`src/rtl/irw_pkg.sv`:
```
package irw_pkg;

  // Byte offsets of the three bus-visible locations.
  localparam logic [7:0] OFF_SELECT = 8'h00;
  localparam logic [7:0] OFF_WINDOW = 8'h10;
  localparam logic [7:0] OFF_EOI    = 8'h40;

  // Size code of the only access width that takes effect.
  localparam logic [2:0] FULL_WORD = 3'd4;

  // Window index layout.
  localparam int IDX_ID      = 0;
  localparam int IDX_VERSION = 1;
  localparam int IDX_ARB     = 2;
  localparam int TABLE_BASE  = 16;

  // Field positions inside the 32-bit words.
  localparam int ID_LSB     = 24;
  localparam int MAXENT_LSB = 16;
  localparam logic [31:0] VERSION_CODE = 32'h0000_0011;

  // Status bits owned by the delivery logic: bit 14 pending, bit 12 busy.
  localparam logic [63:0] RO_MASK     = 64'h0000_0000_0000_5000;
  localparam logic [63:0] ENTRY_RESET = 64'h0001_0000_0001_0000;

  // One-hot action decoded from a bus request.
  typedef struct packed {
    logic selWr;
    logic selRd;
    logic winWr;
    logic winRd;
    logic eoiWr;
    logic nullRd;
  } winStrobe_t;

endpackage

```
`src/rtl/irw_ctrl.sv`:
```
module irw_ctrl
  import irw_pkg::*;
#(
  parameter int ADDR_W = 8
) (
  input  logic              clk,
  input  logic              rstN,
  input  logic              busValid,
  input  logic              busWrite,
  input  logic [ADDR_W-1:0] busAddr,
  input  logic [2:0]        busSize,
  output winStrobe_t        str
);

  logic fullWord;
  logic atSel;
  logic atWin;
  logic atEoi;

  always_comb begin
    fullWord = busValid && (busSize == FULL_WORD);
    atSel    = (busAddr == ADDR_W'(OFF_SELECT));
    atWin    = (busAddr == ADDR_W'(OFF_WINDOW));
    atEoi    = (busAddr == ADDR_W'(OFF_EOI));

    str.selWr  = fullWord &&  busWrite && atSel;
    str.selRd  = fullWord && !busWrite && atSel;
    str.winWr  = fullWord &&  busWrite && atWin;
    str.winRd  = fullWord && !busWrite && atWin;
    str.eoiWr  = fullWord &&  busWrite && atEoi;
    str.nullRd = busValid && !busWrite && !(fullWord && (atSel || atWin));
  end

  AST_SINGLE_ACTION: assert property (@(posedge clk) disable iff (!rstN)
    $onehot0(str));

  AST_NARROW_NO_ACTION: assert property (@(posedge clk) disable iff (!rstN)
    (busValid && busSize != FULL_WORD) |-> !(str.selWr || str.selRd || str.winWr || str.winRd || str.eoiWr));

endmodule

```
`src/rtl/irw_datapath.sv`:
```
module irw_datapath
  import irw_pkg::*;
#(
  parameter int PIN_COUNT = 24,
  parameter int SEL_W     = 8,
  parameter int ID_W      = 4,
  parameter int VEC_W     = 8,
  localparam int PIN_W    = (PIN_COUNT > 1) ? $clog2(PIN_COUNT) : 1
) (
  input  logic             clk,
  input  logic             rstN,
  input  winStrobe_t       str,
  input  logic [31:0]      busWdata,
  output logic             rdValid,
  output logic [31:0]      rdData,
  output logic             eoiStrobe,
  output logic [VEC_W-1:0] eoiVector,
  output logic             entryWrStrobe,
  output logic [PIN_W-1:0] entryWrPin,
  output logic [63:0]      entryWrOld,
  output logic [63:0]      entryWrNew
);

  localparam int TABLE_END = TABLE_BASE + 2 * PIN_COUNT;
  localparam logic [31:0] VERSION_WORD =
    (32'(PIN_COUNT - 1) << MAXENT_LSB) | VERSION_CODE;

  logic [SEL_W-1:0] selReg;
  logic [ID_W-1:0]  idReg;
  logic [63:0]      entryView [PIN_COUNT];

  // Index decode of the current select value.
  logic             inTable;
  logic [SEL_W-1:0] tblOff;
  logic [PIN_W-1:0] pinSel;
  logic             halfSel;
  logic [63:0]      curEntry;
  logic [63:0]      wideWrite;
  logic [63:0]      nextEntry;
  logic             tblWr;
  logic             idWr;

  always_comb begin
    inTable = (int'(selReg) >= TABLE_BASE) && (int'(selReg) < TABLE_END);
    tblOff  = selReg - SEL_W'(TABLE_BASE);
    pinSel  = tblOff[PIN_W:1];
    halfSel = tblOff[0];
    curEntry = inTable ? entryView[pinSel] : '0;
    wideWrite = halfSel ? {busWdata, curEntry[31:0]} : {curEntry[63:32], busWdata};
    nextEntry = (wideWrite & ~RO_MASK) | (curEntry & RO_MASK);
    tblWr = str.winWr && inTable;
    idWr  = str.winWr && (selReg == SEL_W'(IDX_ID));
  end

  // Per-pin routing entry storage.
  genvar p;
  generate
    for (p = 0; p < PIN_COUNT; p++) begin : g_entry
      logic [63:0] entryQ;
      always_ff @(posedge clk or negedge rstN) begin
        if (!rstN) begin
          entryQ <= ENTRY_RESET;
        end else if (tblWr && (pinSel == PIN_W'(p))) begin
          entryQ <= nextEntry;
        end
      end
      assign entryView[p] = entryQ;
    end
  endgenerate

  // Select and ID registers.
  always_ff @(posedge clk or negedge rstN) begin
    if (!rstN) begin
      selReg <= '0;
      idReg  <= '0;
    end else begin
      if (str.selWr) selReg <= busWdata[SEL_W-1:0];
      if (idWr)      idReg  <= busWdata[ID_LSB +: ID_W];
    end
  end

  // Read mux.
  logic [31:0] winData;
  logic [31:0] rdNext;

  always_comb begin
    if ((selReg == SEL_W'(IDX_ID)) || (selReg == SEL_W'(IDX_ARB))) begin
      winData = 32'(idReg) << ID_LSB;
    end else if (selReg == SEL_W'(IDX_VERSION)) begin
      winData = VERSION_WORD;
    end else if (inTable) begin
      winData = halfSel ? curEntry[63:32] : curEntry[31:0];
    end else begin
      winData = '0;
    end

    if (str.selRd)      rdNext = 32'(selReg);
    else if (str.winRd) rdNext = winData;
    else                rdNext = '0;
  end

  always_ff @(posedge clk or negedge rstN) begin
    if (!rstN) begin
      rdValid <= 1'b0;
      rdData  <= '0;
    end else begin
      rdValid <= str.selRd || str.winRd || str.nullRd;
      rdData  <= rdNext;
    end
  end

  // Event strobes to the neighbouring blocks.
  always_ff @(posedge clk or negedge rstN) begin
    if (!rstN) begin
      eoiStrobe     <= 1'b0;
      eoiVector     <= '0;
      entryWrStrobe <= 1'b0;
      entryWrPin    <= '0;
      entryWrOld    <= '0;
      entryWrNew    <= '0;
    end else begin
      eoiStrobe     <= str.eoiWr;
      entryWrStrobe <= tblWr;
      if (str.eoiWr) eoiVector <= busWdata[VEC_W-1:0];
      if (tblWr) begin
        entryWrPin <= pinSel;
        entryWrOld <= curEntry;
        entryWrNew <= nextEntry;
      end
    end
  end

  AST_RO_BITS_HELD: assert property (@(posedge clk) disable iff (!rstN)
    entryWrStrobe |-> (((entryWrNew ^ entryWrOld) & RO_MASK) == '0));

  AST_ONE_HALF_ONLY: assert property (@(posedge clk) disable iff (!rstN)
    entryWrStrobe |-> ((entryWrNew[63:32] == entryWrOld[63:32]) || (entryWrNew[31:0] == entryWrOld[31:0])));

  AST_TABLE_MATCHES_STROBE: assert property (@(posedge clk) disable iff (!rstN)
    entryWrStrobe |-> (entryView[entryWrPin] == entryWrNew));

  AST_NULL_READ_ZERO: assert property (@(posedge clk) disable iff (!rstN)
    (rdValid && $past(str.nullRd)) |-> (rdData == '0));

  AST_EOI_ALONE: assert property (@(posedge clk) disable iff (!rstN)
    !(eoiStrobe && entryWrStrobe));

endmodule

```
`src/rtl/irq_window_regs.sv`:
```
module irq_window_regs
  import irw_pkg::*;
#(
  parameter int PIN_COUNT = 24,
  parameter int ADDR_W    = 8,
  parameter int SEL_W     = 8,
  parameter int ID_W      = 4,
  parameter int VEC_W     = 8,
  localparam int PIN_W    = (PIN_COUNT > 1) ? $clog2(PIN_COUNT) : 1
) (
  input  logic              clk,
  input  logic              rstN,
  input  logic              busValid,
  input  logic              busWrite,
  input  logic [ADDR_W-1:0] busAddr,
  input  logic [2:0]        busSize,
  input  logic [31:0]       busWdata,
  output logic              rdValid,
  output logic [31:0]       rdData,
  output logic              eoiStrobe,
  output logic [VEC_W-1:0]  eoiVector,
  output logic              entryWrStrobe,
  output logic [PIN_W-1:0]  entryWrPin,
  output logic [63:0]       entryWrOld,
  output logic [63:0]       entryWrNew
);

  winStrobe_t str;

  irw_ctrl #(
    .ADDR_W(ADDR_W)
  ) ctrl_i (
    .clk      (clk),
    .rstN     (rstN),
    .busValid (busValid),
    .busWrite (busWrite),
    .busAddr  (busAddr),
    .busSize  (busSize),
    .str      (str)
  );

  irw_datapath #(
    .PIN_COUNT(PIN_COUNT),
    .SEL_W    (SEL_W),
    .ID_W     (ID_W),
    .VEC_W    (VEC_W)
  ) dp_i (
    .clk           (clk),
    .rstN          (rstN),
    .str           (str),
    .busWdata      (busWdata),
    .rdValid       (rdValid),
    .rdData        (rdData),
    .eoiStrobe     (eoiStrobe),
    .eoiVector     (eoiVector),
    .entryWrStrobe (entryWrStrobe),
    .entryWrPin    (entryWrPin),
    .entryWrOld    (entryWrOld),
    .entryWrNew    (entryWrNew)
  );

endmodule

```
`config.mk`:
```
export PLATFORM = sky130hd
export DESIGN_NAME = irq_window_regs
export DESIGN_NICKNAME = d
export VERILOG_FILES = /design/src/rtl/irw_pkg.sv /design/src/rtl/irw_ctrl.sv /design/src/rtl/irw_datapath.sv /design/src/rtl/irq_window_regs.sv
export SDC_FILE = /design/constraint.sdc
export NUM_CORES = 2
export LEC_CHECK = 0
export ABC_AREA = 1
export BUFFER_PORTS_ARGS = -buffer_cell sky130_fd_sc_hd__buf_2
export CORE_MARGIN = 2
export CORE_UTILIZATION = 25
export CTS_BUF_LIST = sky130_fd_sc_hd__clkbuf_16
export CTS_CLUSTER_DIAMETER = 30
export CTS_CLUSTER_SIZE = 30
export DETAILED_ROUTE_END_ITERATION = 7
export PLACE_DENSITY = 0.44
export SETUP_SLACK_MARGIN = 0.05
export SYNTH_ARGS = -nofsm -noshare
export SYNTH_HDL_FRONTEND = slang
export SYNTH_HIERARCHICAL = 1
export SYNTH_SLANG_ARGS = --single-unit
```
`constraint.sdc`:
```
create_clock -name clk -period 2.6 [get_ports clk]
set_input_delay 0.39 -clock clk [delete_from_list [all_inputs] [get_ports clk]]
set_output_delay 0.39 -clock clk [all_outputs]
set_load 0.05 [all_outputs]
```
==> impl_metrics.toml <==
[synth]
synth_top_area_cell = "dfrtp_1"
ys.flop_type = "dfrtp_1"
seq_area_frac_synth_pct = 54.39
post_synth_num_cell_types = 33
avgSynthCellArea_um2 = 7.829
synth_top_cell_area_share_pct = 52.80
yosysWarningCount = 6
synth_cells = 10134
synthTopCellsByArea = "dfrtp_1 (53%), nand2_1 (23%), nand3_1 (7.5%), clkbuf_1 (2.3%), a22oi_1 (2.2%)"
syn_nets = 10183
ys_seq_elements = 1722
syn_area_um2 = 79340
synth-edff-count = 0
async_reset_ff_share_pct = 100.0

[routing]
routed_wl_um = 419700
drtAntennaViolNets = 0
wire_per_inst_um = 26.85
post-route-drc-count = 0
vias = 80156
first_iter_violations = 9327
viasPerCell = 5.128
dr.pass1.iters = 6

[critical_path]
r2r_slack_ns = -0.10
cp_cell_sequence = "inv_4 -> buf_6 -> nand3_2 -> nand2_2 -> nand2_4 -> buf_12 -> nor2_8 -> buf_12 -> nand2_8 -> nor3_4 -> buf_12 -> clkinv_16 -> buf_16 -> nand2_1 -> nand2_1"
cp.buffers_inverters = 7
worst_setup_path_end_kind = "flip-flop"
max_stage_delay_ns = 0.55
cp_max_fo = 11
worst_path_max_delay_cell = "dfrtp_4"
rr_worst_depth = 15
critical_path_class = "reg2reg"
crit_top_cell = "buf_12"
critical_path_depth = 15
cp_top_family = "buffers and inverters"
cp.required_ns = 3.40
worstSetupStartpointType = "flip-flop"
arrival_ns = 3.50

[floorplanning]
coreArea_um2 = 315500
die_y_um = 567.4
initial_core_util_pct = 25.15
rows = 206
dieArea_um2 = 321900
io_pins = 223
die_w_um = 567.4

[finish]
n_fill_cell = 32229
multi_input_area_um2 = 33030
seqCellArea_um2 = 43160
drive_above_1_share_pct = 20.76
syn2layout_area_growth_pct = 43.35
layout.nets = 11129
final_common_cell = "nand2_1"
final_core_util_pct = 36.05
mostFrequentLayoutCells = "nand2_1 (4739), dfrtp_1 (1671), nand3_1 (1151)"

[sta]
fmax_ghz = 0.3698
report.final.slew_viol_count = 0
finalCritPeriodShare_pct = 104.0
tightest_slew_ns = 0.9037
fin_crit_ns = 2.704
setup_slack_ns = -0.1043
setup_viol = 471
final.setup_skew_ns = 0.07468
finalHoldViolations = 0
rsz0062_at_grt = "true"
slew_headroom_pct = 39.75
holdWs_ns = 0.03855

[global_routing]
grt_max_degree = 111
grt_use_total_pct = 24.02
grt_pass1_vias = 77438
grt.overflow.total = 0
grt_pass1_wl_um = 569000
grt_antenna_before_repair = 23

[power_and_ir_drop]
power_frac_clock_pct = 65.1
p_per_area_nw_per_um2 = 731.5
p_leak_uw = 0.05816
comb_power_share_pct = 2.5
ir_drop_mv = 0.5506
p_total_uw = 83200
power_switching_uw = 18970
p_sw_share_pct = 22.80
seq_power_share_pct = 32.4
cell_internal_pwr_uw = 64230

[run_status]
violations = "negative setup slack"
status = "finished with violations"

[placement]
hpwl_um = 249900
port_buffers = 222
gp_congestion = 0.8779

[clock_tree]
cts.path.max_buffers = 4
cts.sink_count = 1722
cts_tree = "yes"
cts-root-buf = "clkbuf_16"
cts_max_level = 5
path_clk_slew_ns = 0.05
cts-buffers-inserted = 444
clock_latency_ns = 0.95

[run]
drv_cap = 0

[min_path]
hold_class = "in2async"
-- cell usage after synthesis, drive strengths merged (13+ instances only) --
| library cell | number |
|---|---|
| nand2 | 4902 |
| dfrtp | 1674 |
| nand3 | 1195 |
| o21ai | 567 |
| clkbuf | 494 |
| buf | 355 |
| a22oi | 234 |
| inv | 177 |
| nand4 | 174 |
| a21oi | 146 |
| nor2 | 111 |
| dfstp | 48 |
| a21o | 22 |
| nor3 | 13 |
-- kinds of logic (layout without fill, tap and decap cells) --
family                     count (synthesis)  count (layout)  synth area share (%)
muxes                                      6               6               0.08515
buffers and inverters                   1032            2347                 5.442
and+or+nand+nor                         6403            6403                 33.12
AOI/OAI and AO/OA                        969             969                 6.939
adders and majority gates                  2               2               0.03153
DFF                                     1722            1722                 54.39
other                                      0              21                     0
-- power by group through the flow --
stage / clock [uW] / combinational (uW) / sequential, uW
finish: 54200 / 2120 / 26900
global route: 56200 / 2250 / 26900
CTS: 54700 / 2040 / 26900
detailed placement: 0 / 1980 / 27300
global placement: 0 / 1970 / 27300
floorplan: 0 / 474 / 27300
-- per-layer routing --
metal,GRT usage (%),vias up,share of wire [%]
met2,37.79,4186,44
met5,0,-,0.016
li1,-,34809,-
met4,11.56,10,6.2
met1,32.19,40185,41
met3,3.708,966,8.3
-- repair_timing --
action                                  in CTS  in global routing
gates cloned                                31                 77
endpoints found under the setup margin    1325               1627
setup buffers                               49                 51
resized for setup                          229                343
hold buffers                                17                  0
pin swaps                                   31                 56
endpoints found under the hold margin      774                  0
-- flip-flops by register name, summed over array words and instances, names as in the netlist --
| signal | flops |
|---|---|
| dp_i/entryWrStrobe | 1 |
| dp_i/eoiVector | 8 |
| dp_i/idReg | 4 |
| dp_i/eoiStrobe | 1 |
| dp_i/rdData | 32 |
| dp_i/entryWrNew | 64 |
| dp_i/entryWrOld | 62 |
| dp_i/rdValid | 1 |
| dp_i/entryWrPin | 5 |
| dp_i/g_entry.entryQ | 1536 |
| dp_i/selReg | 8 |
-- per-stage QoR --
step	instances	TNS [ns]	setup slack, ns	instance area, um2
after global placement	14578	-48.32	-0.2299	93320
final	15630	-15.19	-0.1043	113700
after CTS	15488	-2.184	-0.05927	110400
after floorplan	10134	0	0.07619	79340
after detailed placement	14578	-35.60	-0.2474	93320
after global routing	15625	-60.69	-0.1515	113700
-- final timing paths --
path,startpoint,end
min reg2reg,dp_i/g_entry[18].entryQ[12],dp_i/g_entry[18].entryQ[12]
max reg2reg,dp_i/selReg[1],dp_i/g_entry[15].entryQ[46]
max in group asynchronous,rstN,dp_i/g_entry[21].entryQ[24]
min in group clk,busWdata[8],dp_i/g_entry[11].entryQ[8]
min,rstN,dp_i/g_entry[3].entryQ[60]
max,dp_i/selReg[1],dp_i/g_entry[15].entryQ[46]
-- final cells by class --
cell class                      instances  area share (%)
Timing Repair Buffer                 1347           14.51
Multi-Input combinational cell       7380           29.04
Clock inverter                        370           3.168
Antenna cell                           21         0.04620
Inverter                              183          0.8867
Sequential cell                      1722           37.95
Clock buffer                          445           9.791
Tap cell                             4160           4.576
Timing Repair inverter                  2         0.02750
-- worst reg2reg max path, delay by kind of cell (launching register included) --
family | cells | cell delay (ns)
buffers and inverters | 7 | 1.13
flip-flops | 1 | 0.55
AND/OR/NAND/NOR | 8 | 0.88
Power figures use the tool's default switching activity.
